`src/rtl/xct_pkg.sv`:
```
package xct_pkg;

    localparam int CNT_BYTES_D  = 3;
    localparam int ADDR_BYTES_D = 4;

    // register byte offsets
    localparam logic [3:0] OFS_CNT0   = 4'h0;
    localparam logic [3:0] OFS_START0 = 4'h4;
    localparam logic [3:0] OFS_CTRL   = 4'h8;
    localparam logic [3:0] OFS_CLR    = 4'h9;
    localparam logic [3:0] OFS_IEN    = 4'hA;

    // bit positions inside the control, clear and enable bytes
    localparam int BIT_DONE   = 2;
    localparam int BIT_WRAP   = 3;
    localparam int BIT_CNTCLR = 4;

    typedef struct packed {
        logic wrap;
        logic done;
    } flags_t;

    typedef struct packed {
        logic ack;
        logic wide;
    } xfer_t;

    function automatic logic [1:0] step_of(input logic wide);
        return wide ? 2'd2 : 2'd1;
    endfunction

endpackage

```
`src/rtl/xct_regs.sv`:
```
module xct_regs
    import xct_pkg::*;
#(
    parameter int CNT_BYTES  = CNT_BYTES_D,
    parameter int ADDR_BYTES = ADDR_BYTES_D,
    localparam int ADDR_W    = ADDR_BYTES * 8
) (
    input  logic                 clk,
    input  logic                 rst,
    input  logic                 we,
    input  logic [3:0]           addr,
    input  logic [7:0]           wdata,
    output logic [CNT_BYTES-1:0] cnt_wr,
    output logic                 cnt_clr,
    output logic [ADDR_W-1:0]    start_addr,
    output flags_t               clr_flags,
    output flags_t               ien
);

    genvar gi;
    generate
        for (gi = 0; gi < CNT_BYTES; gi++) begin : g_cntsel
            assign cnt_wr[gi] = we && (addr == OFS_CNT0 + 4'(gi));
        end
        for (gi = 0; gi < ADDR_BYTES; gi++) begin : g_start
            always_ff @(posedge clk) begin
                if (rst)
                    start_addr[gi*8 +: 8] <= '0;
                else if (we && (addr == OFS_START0 + 4'(gi)))
                    start_addr[gi*8 +: 8] <= wdata;
            end
        end
    endgenerate

    assign cnt_clr        = we && (addr == OFS_CTRL) && wdata[BIT_CNTCLR];
    assign clr_flags.done = we && (addr == OFS_CLR) && wdata[BIT_DONE];
    assign clr_flags.wrap = we && (addr == OFS_CLR) && wdata[BIT_WRAP];

    always_ff @(posedge clk) begin
        if (rst) begin
            ien <= '0;
        end else if (we && (addr == OFS_IEN)) begin
            ien.done <= wdata[BIT_DONE];
            ien.wrap <= wdata[BIT_WRAP];
        end
    end

endmodule

```
`src/rtl/xct_datapath.sv`:
```
module xct_datapath
    import xct_pkg::*;
#(
    parameter int CNT_BYTES  = CNT_BYTES_D,
    parameter int ADDR_BYTES = ADDR_BYTES_D,
    localparam int CNT_W     = CNT_BYTES * 8,
    localparam int ADDR_W    = ADDR_BYTES * 8
) (
    input  logic                 clk,
    input  logic                 rst,
    input  logic [CNT_BYTES-1:0] cnt_wr,
    input  logic [7:0]           wdata,
    input  logic                 cnt_clr,
    input  logic [ADDR_W-1:0]    start_addr,
    input  xfer_t                xfer,
    output logic [CNT_W-1:0]     cnt_q,
    output logic [ADDR_W-1:0]    addr_q,
    output logic                 wrap_evt
);

    logic [CNT_W-1:0]  cnt_ld;
    logic [CNT_W-1:0]  cnt_step;
    logic [ADDR_W-1:0] addr_step;
    logic              load;
    logic              advance;

    always_comb begin
        cnt_step  = CNT_W'(step_of(xfer.wide));
        addr_step = ADDR_W'(step_of(xfer.wide));
        load      = |cnt_wr;
        cnt_ld    = cnt_q;
        for (int b = 0; b < CNT_BYTES; b++) begin
            if (cnt_wr[b]) cnt_ld[b*8 +: 8] = wdata;
        end
        advance  = xfer.ack && !load && !cnt_clr;
        wrap_evt = advance && (cnt_step > cnt_q);
    end

    always_ff @(posedge clk) begin
        if (rst) begin
            cnt_q  <= '0;
            addr_q <= '0;
        end else if (cnt_clr) begin
            cnt_q  <= '0;
        end else if (load) begin
            cnt_q  <= cnt_ld;
            addr_q <= start_addr;
        end else if (advance) begin
            cnt_q  <= cnt_q - cnt_step;
            addr_q <= addr_q + addr_step;
        end
    end

endmodule

```
`src/rtl/xct_status.sv`:
```
module xct_status
    import xct_pkg::*;
(
    input  logic   clk,
    input  logic   rst,
    input  logic   cnt_zero,
    input  logic   wrap_evt,
    input  flags_t clr_flags,
    input  flags_t ien,
    output flags_t flags,
    output logic   irq
);

    always_ff @(posedge clk) begin
        if (rst) begin
            flags.done <= 1'b1;
            flags.wrap <= 1'b0;
        end else begin
            flags.done <= (flags.done && !clr_flags.done) || cnt_zero;
            flags.wrap <= (flags.wrap && !clr_flags.wrap) || wrap_evt;
        end
    end

    assign irq = (flags.done && ien.done) || (flags.wrap && ien.wrap);

endmodule

```
`src/rtl/xfer_count_track.sv`:
```
module xfer_count_track
    import xct_pkg::*;
#(
    parameter int CNT_BYTES  = CNT_BYTES_D,
    parameter int ADDR_BYTES = ADDR_BYTES_D,
    localparam int CNT_W     = CNT_BYTES * 8,
    localparam int ADDR_W    = ADDR_BYTES * 8
) (
    input  logic              clk,
    input  logic              rst,
    input  logic              reg_we,
    input  logic [3:0]        reg_addr,
    input  logic [7:0]        reg_wdata,
    input  logic              xfer_ack,
    input  logic              xfer_wide,
    output logic [CNT_W-1:0]  remain_cnt,
    output logic [ADDR_W-1:0] xfer_addr,
    output logic              done_flag,
    output logic              wrap_flag,
    output logic              irq
);

    logic [CNT_BYTES-1:0] cnt_wr;
    logic                 cnt_clr;
    logic [ADDR_W-1:0]    start_addr;
    flags_t               clr_flags;
    flags_t               ien;
    flags_t               flags;
    xfer_t                xfer;
    logic                 wrap_evt;

    assign xfer.ack  = xfer_ack;
    assign xfer.wide = xfer_wide;

    xct_regs #(.CNT_BYTES(CNT_BYTES), .ADDR_BYTES(ADDR_BYTES)) u_regs (
        .clk(clk), .rst(rst), .we(reg_we), .addr(reg_addr), .wdata(reg_wdata),
        .cnt_wr(cnt_wr), .cnt_clr(cnt_clr), .start_addr(start_addr),
        .clr_flags(clr_flags), .ien(ien)
    );

    xct_datapath #(.CNT_BYTES(CNT_BYTES), .ADDR_BYTES(ADDR_BYTES)) u_dp (
        .clk(clk), .rst(rst), .cnt_wr(cnt_wr), .wdata(reg_wdata),
        .cnt_clr(cnt_clr), .start_addr(start_addr), .xfer(xfer),
        .cnt_q(remain_cnt), .addr_q(xfer_addr), .wrap_evt(wrap_evt)
    );

    xct_status u_stat (
        .clk(clk), .rst(rst), .cnt_zero(remain_cnt == '0), .wrap_evt(wrap_evt),
        .clr_flags(clr_flags), .ien(ien), .flags(flags), .irq(irq)
    );

    assign done_flag = flags.done;
    assign wrap_flag = flags.wrap;

endmodule

```
`config.mk`:
```
export PLATFORM = sky130hd
export DESIGN_NAME = xfer_count_track
export DESIGN_NICKNAME = d
export VERILOG_FILES = /design/src/rtl/xct_pkg.sv /design/src/rtl/xct_regs.sv /design/src/rtl/xct_datapath.sv /design/src/rtl/xct_status.sv /design/src/rtl/xfer_count_track.sv
export SDC_FILE = /design/constraint.sdc
export NUM_CORES = 1
export LEC_CHECK = 0
export ABC_AREA = 1
export BUFFER_PORTS_ARGS = -buffer_cell sky130_fd_sc_hd__buf_2
export CORE_MARGIN = 8
export CORE_UTILIZATION = 45
export DETAILED_ROUTE_END_ITERATION = 8
export PLACE_DENSITY = 0.62
export SLEW_MARGIN = 15
export SYNTH_ARGS = -nofsm -noshare
export SYNTH_HDL_FRONTEND = slang
export SYNTH_SLANG_ARGS = --single-unit
```
`constraint.sdc`:
```
create_clock -name clk -period 2.2 [get_ports clk]
set_input_delay 0.33 -clock clk [delete_from_list [all_inputs] [get_ports clk]]
set_output_delay 0.33 -clock clk [all_outputs]
set_load 0.02 [all_outputs]
```
== Yosys cells after proc, flatten, opt, wreduce, memory -nomap -nowiden ==
Index checks and enable logic that the tools add are counted.
Cells by class
  add/sub/neg operators: 2
  magnitude comparators: 1
  equal/unequal tests: 12
  muxes and demuxes: 8
  bitwise operators: 1
  reduce and logical (&&, ||, !) cells: 36
Operators with widths (count)
  $mux 32: 2
  $mux 24: 2
  $add 32x2->32: 1
  $gt 2x24->1: 1
  $logic_not 24->1: 1
  $mux 8: 3
  $sub 24x2->24: 1
  $logic_and 1x1->1: 20
  $eq 4x3->1 const B: 4
  $eq 4x4->1 const B: 3
  $reduce_and 2->1: 4
  $ne 2x2->1 const B: 3
  $eq 4x1->1 const B: 1
  $eq 4x2->1 const B: 1
  $logic_not 1->1: 4
  $logic_not 4->1: 1
  $logic_or 1x1->1: 3
  $reduce_or 3->1: 1
  $mux 2: 1
  $reduce_bool 2->1: 1
  $reduce_or 2->1: 1
  $not 1->1: 1
Storage, ports and cells
  register bits after elaboration: 92
  input bits: 17

== Longest topological paths before layout ==
  word-level depth: 8
  mapped depth: 12

== Modules after synthesis ==
From an unflattened synthesis, not the netlist that was laid out.
Second synthesis, totals
  cell total of the unflattened synthesis: 960
  area total of the unflattened synthesis: 5788.1 µm²
Modules (own cells, without submodules)
  xct_datapath: times used 1, cells an instance 713, area an instance 4088.9 µm², sequential area each 1121.1 µm²
  xct_regs: times used 1, cells an instance 214, area an instance 1531.5 µm², sequential area each 680.7 µm²
  xct_status: times used 1, cells an instance 12, area an instance 83.8 µm², sequential area each 40.0 µm²
  xfer_count_track: times used 1, cells an instance 21, area an instance 83.8 µm², sequential area each 0.0 µm²

== Least setup slack after synthesis ==
No wires, ideal clock.
  kind: reg-to-reg
  from: register u_dp.addr_q[0]
  to: register u_dp.addr_q[10]
  setup time: 0.070 ns
  data arrival time: 1.865 ns
  data required time: 2.130 ns
  slack: 0.264 ns
  cell stages (with the launch flop): 11
  clock period less this slack: 1.936 ns
  cells stage by stage: dfxtp_1 > ha_1 > inv_1 > fa_1 > nor2_1 > nand2_1 > nor2_4 > nand2_1 > o21ai_0 > nand2_1 > a21oi_1
On the way
  word-level cells in the longest chain between the ends: 3
Ends and longest elaborated chain
  start, declared: RTL line xct_datapath.sv:17  | output logic [ADDR_W-1:0] addr_q,
  start signal, assigned: RTL line xct_datapath.sv:47  | addr_q <= start_addr;
  start signal, assigned: RTL line xct_datapath.sv:50  | addr_q <= addr_q + addr_step;
  $add 32x2->32: RTL line xct_datapath.sv:50
  $mux 32: RTL line xct_datapath.sv:48  | end else if (advance) begin
  $mux 32: RTL line xct_datapath.sv:45  | end else if (load) begin
No other way between the ends. The select of a mux whose other input is x is not followed.
A chain may end at the register's enable or synchronous reset.

== Worst setup path after layout ==
  from: register u_dp.cnt_q[0]
  to: register u_stat.flags[1] (netlist name)
On the way
  word-level cells in the longest chain between the ends: 3
Ends and longest elaborated chain
  start, declared: RTL line xct_datapath.sv:16  | output logic [CNT_W-1:0] cnt_q,
  start signal, assigned: RTL line xct_datapath.sv:46  | cnt_q <= cnt_ld;
  start signal, assigned: RTL line xct_datapath.sv:49  | cnt_q <= cnt_q - cnt_step;
  $gt 2x24->1: RTL line xct_datapath.sv:36  | wrap_evt = advance && (cnt_step > cnt_q);
  $logic_and 1x1->1: RTL line xct_datapath.sv:36
  $logic_or 1x1->1: RTL line xct_status.sv:20  | flags.wrap <= (flags.wrap && !clr_flags.wrap) || wrap_evt;
No other way between the ends.

==> flow_summary.yaml <==
status:
  outcome: "finished clean"
synthesis:
  synth_nets: 869
  ys_warn_count: 0
  ys_seq_area_share_pct: 34.4
  syn_area_per_cell_sq_um: 6.34
  synth-seq-cells: 92
  synth_flop_cell: "dfxtp_1"
  synthTopCellsByArea: "dfxtp_1 (34%), nand2_1 (14%), a21oi_1 (10%)"
  synth-async-reset-ratio_pct: 0
  synth_top_area_share_pct: 34.4
  netlist_area_sq_um: 5360
  yosysTopAreaCell: "dfxtp_1"
  netlist_instances: 846
  synthDistinctLibCells: 34
  synth_edf_count: 0
detailed_routing:
  wl_per_cell_microns: 16.6
  drc: 0
  detail_route.wirelength_microns: 17800
  drt-initial-drc-count: 587
  drt.antenna.violating_nets: 0
  vias_per_cell: 5.44
  vias: 5826
  dr.pass1.iters: 5
critical_path:
  crit_path_end_kind: "flip-flop"
  ff2ff_path_depth: 9
  worstSetupStartpoint: "u_dp.cnt_q[0]"
  cp-start-kind: "flip-flop"
  crit_type: "reg -> reg"
  r2r-start: "u_dp.cnt_q[0]"
  critical_path_required_ns: 2.49
  critPathMaxFanout: 4
  cp.arrival_ns: 2.30
timing:
  rsz0062_at_grt: "false"
  hold_viol_final: 0
  setup_viol: 0
  slew_headroom_pct: 62.6
  fin_worst_skew_ns: 0.00806
  worstMarginPinSlew_ns: 0.560
  fin_crit_ns: 2.01
  timing.fmax_ghz: 0.498
  setup_ws_ns: 0.194
  drv_slew: 0
  finalCritPeriodShare_pct: 91.2
  whs_ns: 0.305
  setup_tns_ns: 0
power_and_ir_drop:
  power_density_nw_per_um2: 709
  power_leakage_nw: 2.63
  p_total_mw: 4.41
  ir_worst_vdd_mv: 0.363
cts:
  cts_max_level: 3
  root_buffer: "clkbuf_16"
  cts_setup_buffers: 0
  cts_made_buffers: 9
  cts_tree: "done"
  clk_path_buf_depth: 2
  clkSinkCount: 92
  clkTransAtPathRegs_ns: 0.07
  clock_latency_ns: 0.35
  hold_buffers: 0
die:
  fp.dieH_microns: 125
  fp-row-count: 40
  io_pins: 76
  fp.dieArea_sq_um: 15700
  initial_core_util_pct: 45.4
  die_w_microns: 125
  core-area_sq_um: 11800
global_routing:
  grt_pass1_wl_microns: 29100
  grt_max_degree: 49
  grtUsageTotal_pct: 22.7
  antenna_found_initial: 0
  grt_pass1_vias: 5536
  grt-ovfl-total: 0
job:
  cap_violations: 0
placed_design:
  port-buffer-count: 75
  hpwl_microns: 13300
  gp_congestion: 0.944
  pre_cts_slack_ns: 0.00881
layout:
  drive_gt1_share_pct: 13.6
  antenna_cells: 0
  nets: 943
  area_growth_syn_to_layout_pct: 16.1
min_path:
  hold_path_class: "in -> reg"
  hold-path-cell-count: 3
  hold_start: "reg_wdata[7]"
[placed cells by master, fill, tap and decap left out, types with 2 or more instances in the layout]
master / count
nand4_1: 4
xor2_1: 5
ha_1: 4
nor2_1: 145
fa_1: 2
inv_2: 3
inv_1: 58
clkbuf_8: 2
dfxtp_1: 92
o21bai_1: 2
nand2_2: 4
clkbuf_16: 9
nand3b_1: 14
buf_12: 2
nor3_1: 6
o211ai_1: 6
o21ai_0: 87
buf_4: 18
nand3_2: 2
buf_2: 75
a21oi_1: 112
nand3_1: 36
nor2_2: 4
xnor2_1: 11
nand2_1: 207
[layout make-up]
type / count / area (sq um)
sequential: 92 / 1840
clock buffer: 12 / 256
multi-input combinational: 661 / 3120
timing repair buffer: 95 / 551
tap: 147 / 184
clock inverter: 3 / 46.3
inverter: 61 / 229
fill: 1217 / 5590
[cells in the mapped netlist, types with 2 or more instances]
cell type	instances
inv_2	3
ha_1	4
nand2_2	4
buf_4	3
fa_1	2
inv_1	58
nand4_1	4
xnor2_1	11
o211ai_1	6
nor2_1	146
buf_6	3
buf_2	17
nand3b_1	14
nor3_1	6
nand2_1	207
clkbuf_1	9
o21ai_0	87
nand3_2	2
o21bai_1	2
nor2_2	3
dfxtp_1	92
nand3_1	36
a21oi_1	112
xor2_1	5
[metrics by stage]
| stage | util [%] | area [sq um] | cells |
|---|---|---|---|
| 2_1_floorplan | - | 5360 | 846 |
| 3_3_place_gp | 50.1 | 5920 | 1056 |
| 3_5_place_dp | 50.1 | 5920 | 1056 |
| 4_1_cts | 52.7 | 6220 | 1071 |
| 5_1_grt | 52.7 | 6220 | 1071 |
| 6_report | 52.7 | 6220 | 1071 |
[critical path: stages, from the launching register on]
cell     delay (ns)
dfxtp_1        0.31
inv_1          0.09
ha_1           0.20
fa_1           0.30
inv_1          0.09
nor2_1         0.30
nand2_1        0.19
nor3_1         0.31
a21oi_1        0.07
nor2_1         0.09
[cell families (layout without fill, tap and decap cells)]
group	after synthesis	count (layout)	synth area share, %
AND/OR/NAND/NOR	426	426	33.1
AO/OA/AOI/OAI	213	213	20.7
buffers and inverters	93	171	7.54
flip-flops	92	92	34.4
XOR/XNOR	16	16	2.61
adder cells (fa/ha/maj)	6	6	1.68
[final timing paths]
| path | end | slack (ns) |
|---|---|---|
| max | u_stat.flags[1] | 0.19 |
| min | u_regs.start_addr[7] | 0.30 |
| max reg2reg | u_stat.flags[1] | 0.19 |
| min reg2reg | u_regs.start_addr[4] | 0.45 |
[registers in the layout, indices dropped and copies added (netlist names)]
name               count
u_stat.flags           2
u_dp.addr_q           32
u_regs.start_addr     32
u_dp.cnt_q            24
u_regs.ien             2
[per-layer routing]
| metal | vias up | GRT usage [%] | part of all wire (%) |
|---|---|---|---|
| li1 | 2931 | - | - |
| met1 | 2685 | 30.3 | 48 |
| met2 | 182 | 35.4 | 44 |
| met3 | 28 | 4.59 | 5.9 |
| met4 | 0 | 8.31 | 2.1 |
| met5 | - | 0 | 0 |
[report_power, final]
part	leakage, nW	internal, mW	switching (mW)
clock	0.145	0.941	0.705
sequential	0.750	1.75	0.102
combinational	1.73	0.308	0.608
total	2.63	3.00	1.42
[repair_timing]
item                                   4_1_cts  5_1_grt
setup endpoints to repair                    0        3
endpoints found under the hold margin        0        0
resized for setup                            0        1
Power figures use the tool's default switching activity.
